==> src/rtl/lut_cell_pkg.sv <==
package lut_cell_pkg;
  localparam int unsigned LUT_K = 4;
  typedef enum logic {
    OUT_COMB = 1'b0,
    OUT_REG  = 1'b1
  } out_mode_e;
endpackage

==> src/rtl/lut_cfg_chain.sv <==
module lut_cfg_chain #(
  parameter int unsigned LEN = 17
) (
  input  logic           clk_i,
  input  logic           cfg_en_i,
  input  logic           cfg_i,
  output logic [LEN-1:0] chain_o
);
  logic [LEN-1:0] chain_q;

  // no reset: configuration survives rst_ni
  always_ff @(posedge clk_i) begin
    if (cfg_en_i) chain_q <= {chain_q[LEN-2:0], cfg_i};
  end

  assign chain_o = chain_q;
endmodule

==> src/rtl/lut_read.sv <==
module lut_read #(
  parameter int unsigned K = 4,
  localparam int unsigned N = 2**K
) (
  input  logic [N-1:0] table_i,
  input  logic [K-1:0] addr_i,
  output logic         val_o
);
  // heap-ordered mux tree: nodes 0..N-2 internal, N-1..2N-2 leaves
  logic node [2*N-1];

  for (genvar l = 0; l < N; l++) begin : g_leaf
    assign node[N-1+l] = table_i[l];
  end

  for (genvar i = 0; i < N-1; i++) begin : g_node
    localparam int unsigned D = $clog2(i+2) - 1;
    assign node[i] = addr_i[K-1-D] ? node[2*i+2] : node[2*i+1];
  end

  assign val_o = node[0];
endmodule

==> src/rtl/lut_out_stage.sv <==
module lut_out_stage
  import lut_cell_pkg::*;
(
  input  logic      clk_i,
  input  logic      rst_ni,
  input  logic      cfg_en_i,
  input  out_mode_e mode_i,
  input  logic      lut_val_i,
  output logic      reg_q_o,
  output logic      out_o
);
  logic reg_q;

  always_ff @(posedge clk_i or negedge rst_ni) begin
    if (!rst_ni)        reg_q <= 1'b0;
    else if (!cfg_en_i) reg_q <= lut_val_i;
  end

  assign reg_q_o = reg_q;
  assign out_o   = (mode_i == OUT_REG) ? reg_q : lut_val_i;
endmodule

==> src/rtl/lut_cell.sv <==
module lut_cell
  import lut_cell_pkg::*;
#(
  parameter int unsigned K = LUT_K,
  localparam int unsigned N   = 2**K,
  localparam int unsigned LEN = N + 1
) (
  input  logic         clk_i,
  input  logic         rst_ni,
  input  logic         cfg_en_i,
  input  logic         cfg_i,
  output logic         cfg_o,
  input  logic [K-1:0] in_i,
  output logic         out_o
);
  logic [LEN-1:0] chain_q;
  logic           lut_val;
  logic           reg_q;
  out_mode_e      mode;

  lut_cfg_chain #(.LEN(LEN)) chain_i (
    .clk_i    (clk_i),
    .cfg_en_i (cfg_en_i),
    .cfg_i    (cfg_i),
    .chain_o  (chain_q)
  );

  // mode bit is shifted first, so it ends at the far end
  assign mode  = out_mode_e'(chain_q[LEN-1]);
  assign cfg_o = chain_q[LEN-1];

  lut_read #(.K(K)) read_i (
    .table_i (chain_q[N-1:0]),
    .addr_i  (in_i),
    .val_o   (lut_val)
  );

  lut_out_stage out_i (
    .clk_i     (clk_i),
    .rst_ni    (rst_ni),
    .cfg_en_i  (cfg_en_i),
    .mode_i    (mode),
    .lut_val_i (lut_val),
    .reg_q_o   (reg_q),
    .out_o     (out_o)
  );
endmodule

==> config.mk <==
export PLATFORM = sky130hd
export DESIGN_NAME = lut_cell
export DESIGN_NICKNAME = d
export VERILOG_FILES = /design/src/rtl/lut_cell_pkg.sv /design/src/rtl/lut_cfg_chain.sv /design/src/rtl/lut_read.sv /design/src/rtl/lut_out_stage.sv /design/src/rtl/lut_cell.sv
export SDC_FILE = /design/constraint.sdc
export NUM_CORES = 1
export LEC_CHECK = 0
export BUFFER_PORTS_ARGS = -buffer_cell sky130_fd_sc_hd__buf_2
export CORE_MARGIN = 10
export CORE_UTILIZATION = 35
export CTS_BUF_LIST = sky130_fd_sc_hd__clkbuf_2
export CTS_CLUSTER_DIAMETER = 40
export CTS_CLUSTER_SIZE = 16
export DETAILED_ROUTE_END_ITERATION = 10
export HOLD_SLACK_MARGIN = 0.02
export REMOVE_ABC_BUFFERS = 1
export SYNTH_ARGS = -nofsm -noshare
export SYNTH_HDL_FRONTEND = slang
export SYNTH_SLANG_ARGS = --single-unit
==> constraint.sdc <==
create_clock -name clk_i -period 2.1 [get_ports clk_i]
set_clock_uncertainty 0.05 [all_clocks]
set_input_delay 0.21 -clock clk_i [delete_from_list [all_inputs] [get_ports clk_i]]
set_output_delay 0.21 -clock clk_i [all_outputs]
set_load 0.05 [all_outputs]
# [Yosys cells after proc, flatten, opt, wreduce, memory -nomap -nowiden]
# Cells that the tools add are included.
[totals] output_inout_bits=2 word_cells=18 ff_bits=18 in_bits=8
[classes] n_mux=16
[op_table] op="$mux W1" n=16

# [Depth between registers and ports, before layout]
[depth] ltp_word=5 depth_mapped=5 depth_no_buf=4

# [Hierarchy]
# Synthesis repeated with hierarchy kept, for this count alone.
[hier_totals] cells_unflattened=27 area_unflattened_um2=696.9
[modules_own_cells] module="lut_cfg_chain" cells_each=17 n_inst=1 area_per_inst_um2=510.5
[modules_own_cells] module="lut_read" cells_each=7 n_inst=1 area_per_inst_um2=135.1
[modules_own_cells] module="lut_out_stage" cells_each=3 n_inst=1 area_per_inst_um2=51.3

# [Worst setup path after synthesis]
# Ideal clock, no wire load.
[synth_path] kind="input -> output" start="in in_i[0]" end="out out_o" t_required_ns=1.840 cell_stages=5 setup_slack_ns=0.326 t_arrival_ns=1.514 cell_sequence="clkbuf_2 > mux4_1 > o22ai_1 > o22ai_1 > mux2_2"
[synth_via] elab_chain_len=5
[synth_lines] element="start: declaration" line_no="lut_cell.sv:13" rtl="input logic [K-1:0] in_i,"
[synth_lines] element="$mux W1 (3 in series)" line_no="lut_read.sv:18" rtl="assign node[i] = addr_i[K-1-D] ? node[2*i+2] : node[2*i+1];"
[synth_lines] element="$mux W1 *" line_no="lut_read.sv:18"
[synth_lines] element="$mux W1 *" line_no="lut_out_stage.sv:20" rtl="assign out_o = (mode_i == OUT_REG) ? reg_q : lut_val_i;"
[synth_lines] element="end: declaration" line_no="lut_cell.sv:14" rtl="output logic out_o"
# Every way passes the cells marked *; elsewhere a longest branch is shown, timed or not.

# [Worst setup path in the final report]
[layout_path] start="reg chain_i.chain_q[5], in the netlist chain_i.chain_o[5]" end="out out_o"
[layout_via] elab_chain_len=5
[layout_lines] element="start: declaration" line_no="lut_cfg_chain.sv:9" rtl="logic [LEN-1:0] chain_q;"
[layout_lines] element="start signal: assignment" line_no="lut_cfg_chain.sv:13" rtl="if (cfg_en_i) chain_q <= {chain_q[LEN-2:0], cfg_i};"
[layout_lines] element="$mux W1 (4 in series)" line_no="lut_read.sv:18"
[layout_lines] element="$mux W1" line_no="lut_out_stage.sv:20"
# No other way between the ends.

==> flow_metrics.py <==
metrics = {
    "power_and_ir_drop": {
        "seqPwrFrac_pct": 64.3,
        "ir_drop_uv": 424,
        "power.density_nw_per_um2": 759,
        "p_leak_uw": 0.000326,
        "p_int_uw": 512,
        "comb_power_share_pct": 14.7,
        "p_switching_uw": 157,
        "switching_share_pct": 23.5,
        "clkPwrFrac_pct": 21.0,
    },
    "yosys": {
        "synth.largest_area_cell": "edfxtp_1",
        "synth_edf_count": 17,
        "ys.flop_type": "edfxtp_1",
        "synth_top_area_share_pct": 72.3,
        "synthArstFlopShare_pct": 5.56,
        "syn_avg_cell_area_um2": 22.1,
        "synth.most_common_cell": "edfxtp_1",
        "ys_seq_area_share_pct": 75.9,
        "synthCells": 32,
        "synth_area_um2": 706,
        "ys_types": 10,
        "yosys_warnings": 0,
        "ys_seq_elements": 18,
        "synthTopCellsByCount": "edfxtp_1 (17), mux2_2 (4), mux4_1 (3)",
        "yosys-top-cells-area": "edfxtp_1 (72%), mux4_1 (11%), mux2_2 (6.4%)",
    },
    "critical_path": {
        "path_delay_family": "multiplexers",
        "worst_ep_arrival_time_ns": 1.94,
        "rr_worst_depth": 4,
        "path_buf_inv": 1,
        "worst-r2r-setup-slack_ns": 0.47,
        "cp_slowest_cell": "mux4_2",
        "r2r-start": "chain_i.chain_o[5]",
        "rr_endpoint": "out_i.reg_q_o",
        "startpoint": "chain_i.chain_o[5]",
        "path_cells": "mux4_2, mux2i_2, o22ai_2, mux2_4, buf_8",
        "end_kind": "output pin",
        "crit_type": "reg2out",
        "worstPathMaxFanout": 2,
        "worstSetupStartpointType": "flip-flop",
        "worstPathRequired_ns": 1.84,
        "slowest_delay_ns": 0.50,
    },
    "floorplan": {
        "die_y_um": 64.9,
        "rows": 16,
        "initial_core_util_pct": 36.3,
        "fp.dieArea_um2": 4210,
        "io_pins": 10,
        "core_um2": 1940,
        "fp.dieW_um": 64.9,
    },
    "run": {
        "cap_violations": 0,
    },
    "layout": {
        "fin_nets": 61,
        "fillers": 177,
        "drive_gt1_share_pct": 55.8,
        "antenna_cells": 0,
        "fin_area_um2": 882,
        "fin_util_pct": 45.4,
        "area_growth_pct": 25.0,
    },
    "sta": {
        "worst_slack_ns": -0.104,
        "fin_crit_sh_pct": 105,
        "max-slew-margin-rel_pct": 73.8,
        "fin_setup_tns_ns": -0.104,
        "tightest_slew_ns": 0.394,
        "maxSlewViolCount": 0,
        "fmax_ghz": 0.454,
        "hold_viol_final": 0,
        "hold_slack_ns": 0.166,
        "finalCriticalPeriod_ns": 2.20,
        "setup_viol": 1,
        "rsz0062_at_grt": "true",
    },
    "status": {
        "violations": "setup timing",
        "status": "finished with violations",
    },
    "route": {
        "vias": 375,
        "first_pass_iters": 4,
        "ant_nets": 0,
        "first_iter_violations": 4,
        "routedWlPerCell_um": 15.9,
        "drt_wl_total_um": 1260,
        "vias_per_cell": 4.75,
        "drc": 0,
    },
    "global_route": {
        "grt_pass1_vias": 416,
        "grt_pass1_wl_um": 1930,
        "grt_use_total_pct": 5.78,
        "antenna_found_initial": 0,
        "grt_max_degree": 19,
        "grt_overflow": 0,
    },
    "clocking": {
        "cts.sinks": 18,
        "root_buffer": "clkbuf_2",
        "cts_tree": "built",
        "clk_pin_slew_ns": 0.16,
        "htree_levels": 1,
        "cts_buffer_depth": 2,
        "numCtsBuffers": 3,
        "clock_latency_ns": 0.28,
    },
    "placement": {
        "numPortBuffers": 9,
        "dpl_cell_area_um2": 779,
        "gp_congestion": 0.722,
    },
    "hold_path": {
        "hp-class": "in2async",
    },
}
-- layout by cell type (no fill, tap or decap) --
cell           Yosys  final
o21ai_2            1      1
buf_4              0      6
clkbuf_2           1      3
o22ai_2            0      2
nand2_1            1      1
dlygate4sd3_1      0      2
edfxtp_1          17     17
buf_2              0      8
mux2_2             4      3
dfrtp_1            1      1
clkinv_1           0      1
mux2i_2            0      1
nand2b_1           1      1
mux2_4             0      1
mux4_2             0      3
buf_8              0      1
-- layout make-up --
cell class	count	area [um2]	area share [%]
multi-input cells	13	174	19.7
clock inverters	1	3.75	0.426
clock buffers	3	15.0	1.70
flip-flops and latches	18	536	60.7
repair buffers	17	120	13.6
well taps	27	33.8	3.83
-- cell families after synthesis --
kind of cell / after synthesis / share of synthesized area (%)
buffers and inverters: 1 / 0.709
AOI/OAI and AO/OA: 3 / 3.01
and+or+nand+nor: 2 / 1.42
DFF: 18 / 75.9
muxes: 8 / 19.0
-- worst max-delay path by stage --
stage,cells past startpoint,endpoint
final,5,out_o
after global routing,5,out_o
after CTS,5,out_o
after detailed placement,6,out_o
after global placement,6,out_o
after floorplan,4,out_o
-- flip-flops by register name, indices dropped and copies added, names as in the netlist --
register,flops
chain_i.chain_o,17
out_i.reg_q_o,1
-- power by group through the flow --
stage	Sequential (uW)	Combinational [uW]	Clock, uW
after floorplan	436	40.7	0
after global placement	435	66.3	0
after detailed placement	437	67.9	0
after CTS	429	83.2	147
after global routing	434	105	171
final	431	98.4	140
-- through the flow --
step / setup WS (ns) / std cells / power (uW)
after global placement: 0.178 / 67 / 502
after detailed placement: 0.142 / 67 / 505
after floorplan: 0.384 / 31 / 477
after CTS: -0.0899 / 76 / 659
final: -0.104 / 79 / 670
after global routing: -0.208 / 79 / 710
-- timing repair --
action | CTS | global route
setup buffers | 4 | 2
gates resized for setup | 4 | 6
pin swaps | 0 | 1
hold buffers | 1 | 1
setup endpoints to repair | 1 | 1
hold endpoints to repair | 1 | 1
-- routing by layer --
| metal | wire length, um | GRT usage (%) | vias up |
|---|---|---|---|
| met1 | 510 | 6.57 | 195 |
| li1 | - | - | 170 |
| met4 | 5 | 1.60 | 0 |
| met2 | 687 | 9.73 | 8 |
| met5 | 0 | 0 | - |
| met3 | 56 | 2.41 | 2 |
Note: power is estimated with default switching activity, not from simulation.
